### config.mk
export PLATFORM = sky130hd
export DESIGN_NAME = gpio_rmw_port
export DESIGN_NICKNAME = d
export VERILOG_FILES = /design/src/rtl/gpio_rmw_pkg.sv /design/src/rtl/gpio_rmw_ctrl.sv /design/src/rtl/gpio_rmw_dpath.sv /design/src/rtl/gpio_rmw_port.sv
export SDC_FILE = /design/constraint.sdc
export NUM_CORES = 1
export LEC_CHECK = 0
export BUFFER_PORTS_ARGS = -buffer_cell sky130_fd_sc_hd__buf_2
export CELL_PAD_IN_SITES_DETAIL_PLACEMENT = 0
export CELL_PAD_IN_SITES_GLOBAL_PLACEMENT = 1
export CORE_MARGIN = 5
export CORE_UTILIZATION = 34
export CTS_CLUSTER_SIZE = 40
export DETAILED_ROUTE_END_ITERATION = 16
export PLACE_DENSITY_LB_ADDON = 0.08
export RECOVER_POWER = 100
export SYNTH_ARGS = -nofsm -noshare
export SYNTH_HDL_FRONTEND = slang
export SYNTH_SLANG_ARGS = --single-unit
### constraint.sdc
create_clock -name clk -period 1.45 [get_ports clk]
set_clock_uncertainty 0.2 [all_clocks]
set_input_delay 0.2175 -clock clk [delete_from_list [all_inputs] [get_ports clk]]
set_output_delay 0.2175 -clock clk [all_outputs]
set_load 0.05 [all_outputs]
### src/rtl/gpio_rmw_pkg.sv
package gpio_rmw_pkg;
  // Strobes from bus decode to the datapath, valid for one cycle
  typedef struct packed {
    logic wrData;
    logic wrDir;
    logic rdData;
    logic rdDir;
    logic rdRmw;
  } regStrobe_t;
endpackage

### src/rtl/gpio_rmw_ctrl.sv
module gpio_rmw_ctrl
  import gpio_rmw_pkg::*;
#(
  parameter int ADDR_W    = 1,
  parameter int DATA_ADDR = 0,
  parameter int DIR_ADDR  = 1
) (
  input  logic              busRd,
  input  logic              busRmw,
  input  logic              busWr,
  input  logic [ADDR_W-1:0] busAddr,
  output regStrobe_t        strb
);
  localparam logic [ADDR_W-1:0] DataSel = ADDR_W'(DATA_ADDR);
  localparam logic [ADDR_W-1:0] DirSel  = ADDR_W'(DIR_ADDR);

  logic hitData, hitDir;

  always_comb begin
    hitData     = (busAddr == DataSel);
    hitDir      = (busAddr == DirSel);
    strb.wrData = busWr & hitData;
    strb.wrDir  = busWr & hitDir;
    strb.rdData = busRd & hitData;
    strb.rdDir  = busRd & hitDir;
    strb.rdRmw  = busRd & busRmw;
  end
endmodule

### src/rtl/gpio_rmw_dpath.sv
module gpio_rmw_dpath
  import gpio_rmw_pkg::*;
#(
  parameter int W         = 8,
  parameter int SYNC_DEPTH = 2
) (
  input  logic         clk,
  input  logic         rstN,
  input  regStrobe_t   strb,
  input  logic [W-1:0] busWdata,
  output logic [W-1:0] busRdata,
  input  logic         lowPwrHold,
  input  logic [W-1:0] periOe,
  input  logic [W-1:0] periOut,
  input  logic [W-1:0] lcdOe,
  input  logic [W-1:0] lcdSeg,
  input  logic [W-1:0] padIn,
  output logic [W-1:0] padOut,
  output logic [W-1:0] padOe,
  output logic [W-1:0] periIn
);
  logic [W-1:0] dataLatch, dirReg, pinLvl, rdReg;
  logic [W-1:0] syncStage [SYNC_DEPTH];

  always_ff @(posedge clk or negedge rstN) begin
    if (!rstN) begin
      dataLatch <= '0;
      dirReg    <= '0;
    end else begin
      if (strb.wrData) dataLatch <= busWdata;
      if (strb.wrDir)  dirReg    <= busWdata;
    end
  end

  // Synchronizer chain on the pad inputs
  genvar s;
  generate
    for (s = 0; s < SYNC_DEPTH; s++) begin : g_sync
      always_ff @(posedge clk or negedge rstN) begin
        if (!rstN) syncStage[s] <= '0;
        else if (s == 0) syncStage[s] <= padIn;
        else syncStage[s] <= syncStage[(s == 0) ? 0 : s-1];
      end
    end
  endgenerate

  assign pinLvl = lowPwrHold ? '0 : syncStage[SYNC_DEPTH-1];
  assign periIn = pinLvl;

  // Per-pin source selection: LCD, then peripheral, then latch
  genvar n;
  generate
    for (n = 0; n < W; n++) begin : g_pin
      always_comb begin
        if (lowPwrHold) begin
          padOut[n] = 1'b0;
          padOe[n]  = 1'b0;
        end else if (lcdOe[n]) begin
          padOut[n] = lcdSeg[n];
          padOe[n]  = 1'b1;
        end else if (periOe[n]) begin
          padOut[n] = periOut[n];
          padOe[n]  = 1'b1;
        end else begin
          padOut[n] = dataLatch[n];
          padOe[n]  = dirReg[n];
        end
      end
    end
  endgenerate

  always_ff @(posedge clk or negedge rstN) begin
    if (!rstN) rdReg <= '0;
    else if (strb.rdData) rdReg <= strb.rdRmw ? dataLatch : pinLvl;
    else if (strb.rdDir) rdReg <= dirReg;
  end

  assign busRdata = rdReg;
endmodule

### src/rtl/gpio_rmw_port.sv
module gpio_rmw_port
  import gpio_rmw_pkg::*;
#(
  parameter int W         = 8,
  parameter int ADDR_W    = 1,
  parameter int DATA_ADDR = 0,
  parameter int DIR_ADDR  = 1
) (
  input  logic              clk,
  input  logic              rstN,
  input  logic [ADDR_W-1:0] busAddr,
  input  logic              busRd,
  input  logic              busRmw,
  input  logic              busWr,
  input  logic [W-1:0]      busWdata,
  output logic [W-1:0]      busRdata,
  input  logic              lowPwrHold,
  input  logic [W-1:0]      periOe,
  input  logic [W-1:0]      periOut,
  input  logic [W-1:0]      lcdOe,
  input  logic [W-1:0]      lcdSeg,
  input  logic [W-1:0]      padIn,
  output logic [W-1:0]      padOut,
  output logic [W-1:0]      padOe,
  output logic [W-1:0]      periIn
);
  regStrobe_t strb;

  gpio_rmw_ctrl #(.ADDR_W(ADDR_W), .DATA_ADDR(DATA_ADDR), .DIR_ADDR(DIR_ADDR)) u_ctrl (
    .busRd(busRd), .busRmw(busRmw), .busWr(busWr), .busAddr(busAddr), .strb(strb)
  );

  gpio_rmw_dpath #(.W(W), .SYNC_DEPTH(2)) u_dpath (
    .clk(clk), .rstN(rstN), .strb(strb), .busWdata(busWdata), .busRdata(busRdata),
    .lowPwrHold(lowPwrHold), .periOe(periOe), .periOut(periOut), .lcdOe(lcdOe),
    .lcdSeg(lcdSeg), .padIn(padIn), .padOut(padOut), .padOe(padOe), .periIn(periIn)
  );
endmodule

==> impl_metrics.env, run 1 <==
export IMPL_status="complete, but fails checks"
export IMPL_violations="setup timing"
export IMPL_power_per_cell_area_nw_per_um2=1060
export IMPL_mostFrequentLayoutCells="59 x buf_2, 40 x dfrtp_1, 25 x buf_4"
export IMPL_ios=87
export IMPL_netlist_area_um2=1770
export IMPL_dp_slack_ns=-0.0453
export IMPL_syn_inst=138
export IMPL_placed_area_um2=2390
export IMPL_dieArea_um2=6760
export IMPL_clock_sinks=40
export IMPL_cts_tree="done"
export IMPL_startpoint="u_dpath.dataLatch[2]"
export IMPL_htree_levels=2
export IMPL_period_needed_ns=1.74
export IMPL_path_class="register to output pin"
export IMPL_crit_arrival_ns=1.32
export IMPL_ys_seq_elements=40
export IMPL_postLayoutCoreUtil_pct=57.4
export IMPL_relSlewSlack_pct=64.6
export IMPL_drive_gt1_share_pct=59.9
export IMPL_setup_viol=14
export IMPL_antenna_found_initial=0
export IMPL_die_x_um=82.2
export IMPL_port_buffers=86
export IMPL_antenna_cells=0
export IMPL_maxCapViolCount=0
export IMPL_path_max_fanout=2
export IMPL_initial_utilization_pct=35.0
export IMPL_post_dp_hpwl_um=3590
export IMPL_yosys_top_cells_area="dfrtp_1 56%, mux2_2 10%, mux2i_1 9.0%, mux2_4 6.8%, nor2_1 3.4%"
export IMPL_hp_start="u_dpath.syncStage[9]"
export IMPL_ys_warn_count=0
export IMPL_required_ns=1.03
export IMPL_syn_area_per_cell_um2=12.9
export IMPL_r2r_start="u_dpath.dataLatch[6]"
export IMPL_clk_latency_ns=0.29
export IMPL_dr_pass1_iters=3
export IMPL_synth_distinct_cells=14
export IMPL_drc=0
export IMPL_synth_seq_area_share_pct=56.4
export IMPL_path_clk_slew_ns=0.08
export IMPL_die_height_um=82.2
export IMPL_tightest_slew_ns=0.530
export IMPL_rsz0062_at_grt="yes"
export IMPL_grt_usage_pct=15.8
export IMPL_clock_path_buffers=2
export IMPL_fin_area_um2=2910
export IMPL_finalMaxSlewViolations=0
export IMPL_grt_pass1_wl_um=7930
export IMPL_grt_pass1_vias=1637
export IMPL_fin_crit_sh_pct=120
export IMPL_layout_area_overhead_vs_synth_pct=64.1
export IMPL_syn_nets=193
export IMPL_wl_per_cell_um=14.6
export IMPL_hold_viol_final=0
export IMPL_nets=323
export IMPL_drtAntennaViolNets=0
export IMPL_final_common_cell="buf_2"
export IMPL_cts_buffers=5
export IMPL_grt_ovfl_total=0
export IMPL_synth_top_area_share_pct=56.4
export IMPL_final_cells=339
export IMPL_ir_worst_vdd_mv=0.611
export IMPL_final_seq_area_um2=1000
export IMPL_leakage_uw=0.00141
export IMPL_holdWs_ns=0.152
export IMPL_cts_root_buf="clkbuf_8"
export IMPL_grt_start_max_net_pins=41
export IMPL_multi_input_area_um2=788
export IMPL_fin_ws_ns=-0.289
export IMPL_rows=26
export IMPL_fillCellCount=467
export IMPL_vias=1539
export IMPL_routed_wl_um=4930
export IMPL_drt_iter0_drc=50
export IMPL_coreArea_um2=5070
export IMPL_worstSetupStartpointType="register"
export IMPL_routed_via_density=4.54
export IMPL_synth_largest_area_cell="dfrtp_1"
export IMPL_fmax_ghz=0.575
export IMPL_dp_cells=302
export IMPL_endpoint_kind="output pin"
export IMPL_hold_path_class="register to register"
export IMPL_finalWeightedCongestion=0.710
==> final timing paths <==
path | endpoint | slack [ns] | cells past startpoint
max | padOut[2] | -0.29 | 4
min | u_dpath.syncStage[1] | 0.15 | 0
max reg2reg | u_dpath.dataLatch[6] | 0.24 | 3
min reg2reg | u_dpath.syncStage[1] | 0.15 | 0
max in group asynchronous | u_dpath.busRdata[6] | 0.35 | 3
min in group asynchronous | u_dpath.dirReg[1] | 0.35 | 3
==> cell usage after synthesis <==
cell type,count
a21oi_1,8
buf_2,4
buf_6,2
dfrtp_1,40
mux2_2,16
mux2_4,8
mux2i_1,16
nand2_1,1
nand2_2,1
nor2_1,16
nor2b_1,7
nor2b_2,3
nor3_1,8
o22ai_1,8
==> final cells by class <==
cell class	count	area share, %
sequential	40	34.4
timing repair buffer	129	32.4
clock inverter	3	0.817
multi-input combinational	92	27.1
clock buffer	5	2.36
tap	70	3.01
==> registers in the layout (all words and copies together) (netlist names) <==
signal             cells
u_dpath.syncStage     16
u_dpath.busRdata       8
u_dpath.dataLatch      8
u_dpath.dirReg         8
==> power by group <==
group / switching [µW] / leakage, µW / total (µW) / internal (µW)
sequential: 66.6 / 0.000464 / 1300 / 1240
clock: 398 / 0.0000404 / 739 / 340
combinational: 562 / 0.000900 / 1030 / 467
total: 1030 / 0.00141 / 3070 / 2050
==> what timing repair did <==
item,in CTS,in global routing
setup buffers,11,1
hold buffers,17,0
pin swaps,8,6
endpoints found under the setup margin,24,22
hold endpoints to repair,64,0
gates resized for setup,48,9
==> worst max-delay path, stage by stage (launching register included) <==
cell     delay [ns]
dfrtp_1        0.38
mux2_2         0.26
mux2i_1        0.17
nor2_2         0.06
buf_6          0.16
==> cell families after synthesis <==
logic type,Yosys count,share of synthesized area (%)
DFF,40,56.4
and+or+nand+nor,36,10.2
buffers and inverters,6,2.40
AOI/OAI and AO/OA,16,5.08
muxes,40,26.0
==> layer usage <==
metal | vias up | share of wire (%) | global-route usage (%)
met3 | 5 | 6.9 | 4.88
met1 | 737 | 38 | 17.9
li1 | 750 | - | -
met4 | 0 | 0.71 | 3.99
met2 | 47 | 54 | 28.7
met5 | - | 0 | 0
==> per-stage QoR <==
stage | setup TNS (ns) | power (µW)
after global placement | -0.0712 | 2170
after detailed placement | -0.285 | 2190
after floorplan | -1.43 | 1880
after global routing | -3.47 | 3240
final | -2.27 | 3070
after CTS | -2.34 | 3100
(Power assumes the default switching activity.)
==> run 2: changes to the inputs <==
--- a/config.mk
+++ b/config.mk
@@ -5,11 +5,13 @@
 export SDC_FILE = /design/constraint.sdc
 export NUM_CORES = 1
 export LEC_CHECK = 0
+export ABC_AREA = 1
 export BUFFER_PORTS_ARGS = -buffer_cell sky130_fd_sc_hd__buf_2
 export CELL_PAD_IN_SITES_DETAIL_PLACEMENT = 0
 export CELL_PAD_IN_SITES_GLOBAL_PLACEMENT = 1
+export CORE_ASPECT_RATIO = 0.7
 export CORE_MARGIN = 5
-export CORE_UTILIZATION = 34
+export CORE_UTILIZATION = 33
 export CTS_CLUSTER_SIZE = 40
 export DETAILED_ROUTE_END_ITERATION = 16
 export PLACE_DENSITY_LB_ADDON = 0.08
==> constraint.sdc (replaced) <==
create_clock -name clk -period 1.45 [get_ports clk]
set_clock_uncertainty 0.2 [all_clocks]
set_input_delay 0.2175 -clock clk [delete_from_list [all_inputs] [get_ports clk]]
set_output_delay 0.2175 -clock clk [all_outputs]
set_load 0.1 [all_outputs]
==> run 2 against run 1 <==
  * The flow still finishes with violations (setup timing)
  * Worst hold slack got worse by 0.14 ns
  * First-iteration DRC count decreased by 10%
  * Non-clock buffer count increased by 10
  * Critical endpoint is now padOut[6]
  * Largest cell class is now buffers
  * Combinational power increased by 39%
  * Register-to-register slack got worse by 0.12 ns
  * Critical path depth increased by 1
  * Global-route usage decreased by 1.2 points
  * Wire length increased by 9.2%
  * Largest power group is now combinational cells
==> impl_metrics.env, run 2 <==
export IMPL_antenna_found_initial=0
export IMPL_leakage_uw=0.00172
export IMPL_relSlewSlack_pct=63.7
export IMPL_die_height_um=74.1
export IMPL_postLayoutCoreUtil_pct=60.7
export IMPL_dp_cells=389
export IMPL_grt_pass1_vias=1896
export IMPL_drc=0
export IMPL_cts_root_buf="clkbuf_8"
export IMPL_grt_start_max_net_pins=41
export IMPL_endpoint_kind="output pin"
export IMPL_finalMaxSlewViolations=0
export IMPL_drive_gt1_share_pct=50.3
export IMPL_hold_path_class="input port to register"
export IMPL_tightest_slew_ns=0.545
export IMPL_post_dp_hpwl_um=3890
export IMPL_drt_iter0_drc=45
export IMPL_initial_utilization_pct=34.0
export IMPL_mostFrequentLayoutCells="53 x buf_2, 40 x dfrtp_1, 38 x buf_4"
export IMPL_ir_worst_vdd_mv=0.673
export IMPL_rsz0062_at_grt="yes"
export IMPL_dieArea_um2=7530
export IMPL_nets=424
export IMPL_path_class="register to output pin"
export IMPL_routed_wl_um=5390
export IMPL_p_total_uw=3700
export IMPL_ys_seq_elements=40
export IMPL_clk_latency_ns=0.29
export IMPL_fmax_ghz=0.612
export IMPL_grt_usage_pct=14.6
export IMPL_routed_via_density=4.36
export IMPL_grt_pass1_wl_um=8560
export IMPL_regMostFlops="u_dpath.syncStage"
export IMPL_port_buffers=86
export IMPL_vias=1939
export IMPL_dr_pass1_iters=4
export IMPL_largest_register_ffs=16
export IMPL_fin_ws_ns=-0.185
export IMPL_ios=87
export IMPL_violations="setup timing"
export IMPL_htree_levels=2
export IMPL_synth_ff_type="dfrtp_1"
export IMPL_period_needed_ns=1.63
export IMPL_ys_warn_count=0
export IMPL_path_clk_slew_ns=0.07
export IMPL_clock_sinks=40
export IMPL_maxCapViolCount=0
export IMPL_yosysMostFrequentCell="inv_1"
export IMPL_clock_path_buffers=2
export IMPL_required_ns=1.03
export IMPL_async_flop_share_pct=100
export IMPL_die_x_um=102
export IMPL_syn_nets=286
export IMPL_coreArea_um2=5700
export IMPL_synth_common_cells="42 x inv_1, 40 x dfrtp_1, 40 x nand2_1, 23 x a21oi_1, 23 x o21ai_0"
export IMPL_synth_distinct_cells=18
export IMPL_worstSetupStartpointType="register"
export IMPL_power_per_cell_area_nw_per_um2=1070
export IMPL_yosys_top_cells_area="dfrtp_1 52%, inv_1 8.1%, nand2_1 7.7%, a21oi_1 5.9%, o21ai_0 5.9%"
export IMPL_crit_arrival_ns=1.22
export IMPL_synth_top_area_share_pct=51.6
export IMPL_cts_tree="done"
export IMPL_setup_viol=16
export IMPL_rows=23
export IMPL_grt_ovfl_total=0
export IMPL_antenna_cells=0
export IMPL_cts_buffers=5
export IMPL_syn_area_per_cell_um2=8.39
export IMPL_tns_ns=-1.34
export IMPL_drtAntennaViolNets=0
export IMPL_fin_crit_sh_pct=113
export IMPL_final_cells=445
export IMPL_synth_seq_area_share_pct=51.6
export IMPL_syn_inst=231
export IMPL_synth_largest_area_cell="dfrtp_1"
export IMPL_layout_area_overhead_vs_synth_pct=78.6
export IMPL_netlist_area_um2=1940
export IMPL_synth_enable_flop_cells=0
export IMPL_path_max_fanout=2
export IMPL_status="complete, but fails checks"
export IMPL_wl_per_cell_um=12.1
export IMPL_final_common_cell="buf_2"
export IMPL_finalWeightedCongestion=0.742
export IMPL_hold_viol_final=0
## run 2: what timing repair did
item                                    4_1_cts  5_1_grt
hold endpoints to repair                     55        0
gates resized for setup                      39        6
pin swaps                                    21       14
hold buffers                                 16        0
buffers inserted                             26        9
endpoints found under the setup margin       24       25
## run 2: where the power goes
part           internal [µW]  total, µW  switching, µW
registers               1220       1290           64.9
clock network            607        988            381
logic                    534       1430            891
total                   2360       3700           1340
## run 2: final timing paths
| kind | startpoint | endpoint | slack (ns) | cells after the start |
|---|---|---|---|---|
| hold reg to reg | u_dpath.syncStage[10] | u_dpath.syncStage[2] | 0.15 | 0 |
| hold / removal | busWdata[2] | u_dpath.dirReg[2] | 0.01 | 3 |
| setup / recovery | u_dpath.dataLatch[6] | padOut[6] | -0.18 | 5 |
| max in group asynchronous | rstN | u_dpath.dataLatch[3] | 0.32 | 3 |
| setup reg to reg | u_dpath.dataLatch[6] | u_dpath.busRdata[6] | 0.12 | 7 |
| min in group asynchronous | rstN | u_dpath.dataLatch[1] | 0.35 | 3 |
## run 2: layer usage
metal / vias up / wire (µm) / track usage, %
met2: 62 / 2420 / 23.3
met4: 0 / 82 / 5.16
met5: - / 0 / 0
met3: 8 / 436 / 4.59
met1: 866 / 2450 / 19.0
li1: 1003 / - / -
## run 2: metrics by stage
step | instance area [µm²] | worst slack [ns] | hold slack (ns)
6_report | 3460 | -0.185 | 0.0130
4_1_cts | 3530 | -0.169 | 0.00149
3_3_place_gp | 2990 | 0.0837 | 0.0203
2_1_floorplan | 1990 | -0.281 | -0.278
5_1_grt | 3460 | -0.238 | 0.00649
3_5_place_dp | 2990 | 0.0636 | 0.0135
## run 2: logic make-up after synthesis
logic type | synth area share [%]
compound gates | 16.2
flops | 51.6
buf+inv | 13.2
simple gates | 19.0
## run 2: critical path: stages (launching register included)
cell     delay [ns]
dfrtp_1        0.39
inv_1          0.11
o21ai_1        0.07
o21ai_1        0.14
inv_2          0.06
buf_12         0.16
## run 2: area by class of cell
cell class	count	area (µm²)
multi-input cells	139	756
repair buffers	139	1280
clock inverters	1	30.0
well taps	75	93.8
clock buffers	7	96.3
fillers	518	2240
flip-flops and latches	40	1000
inverters	44	203
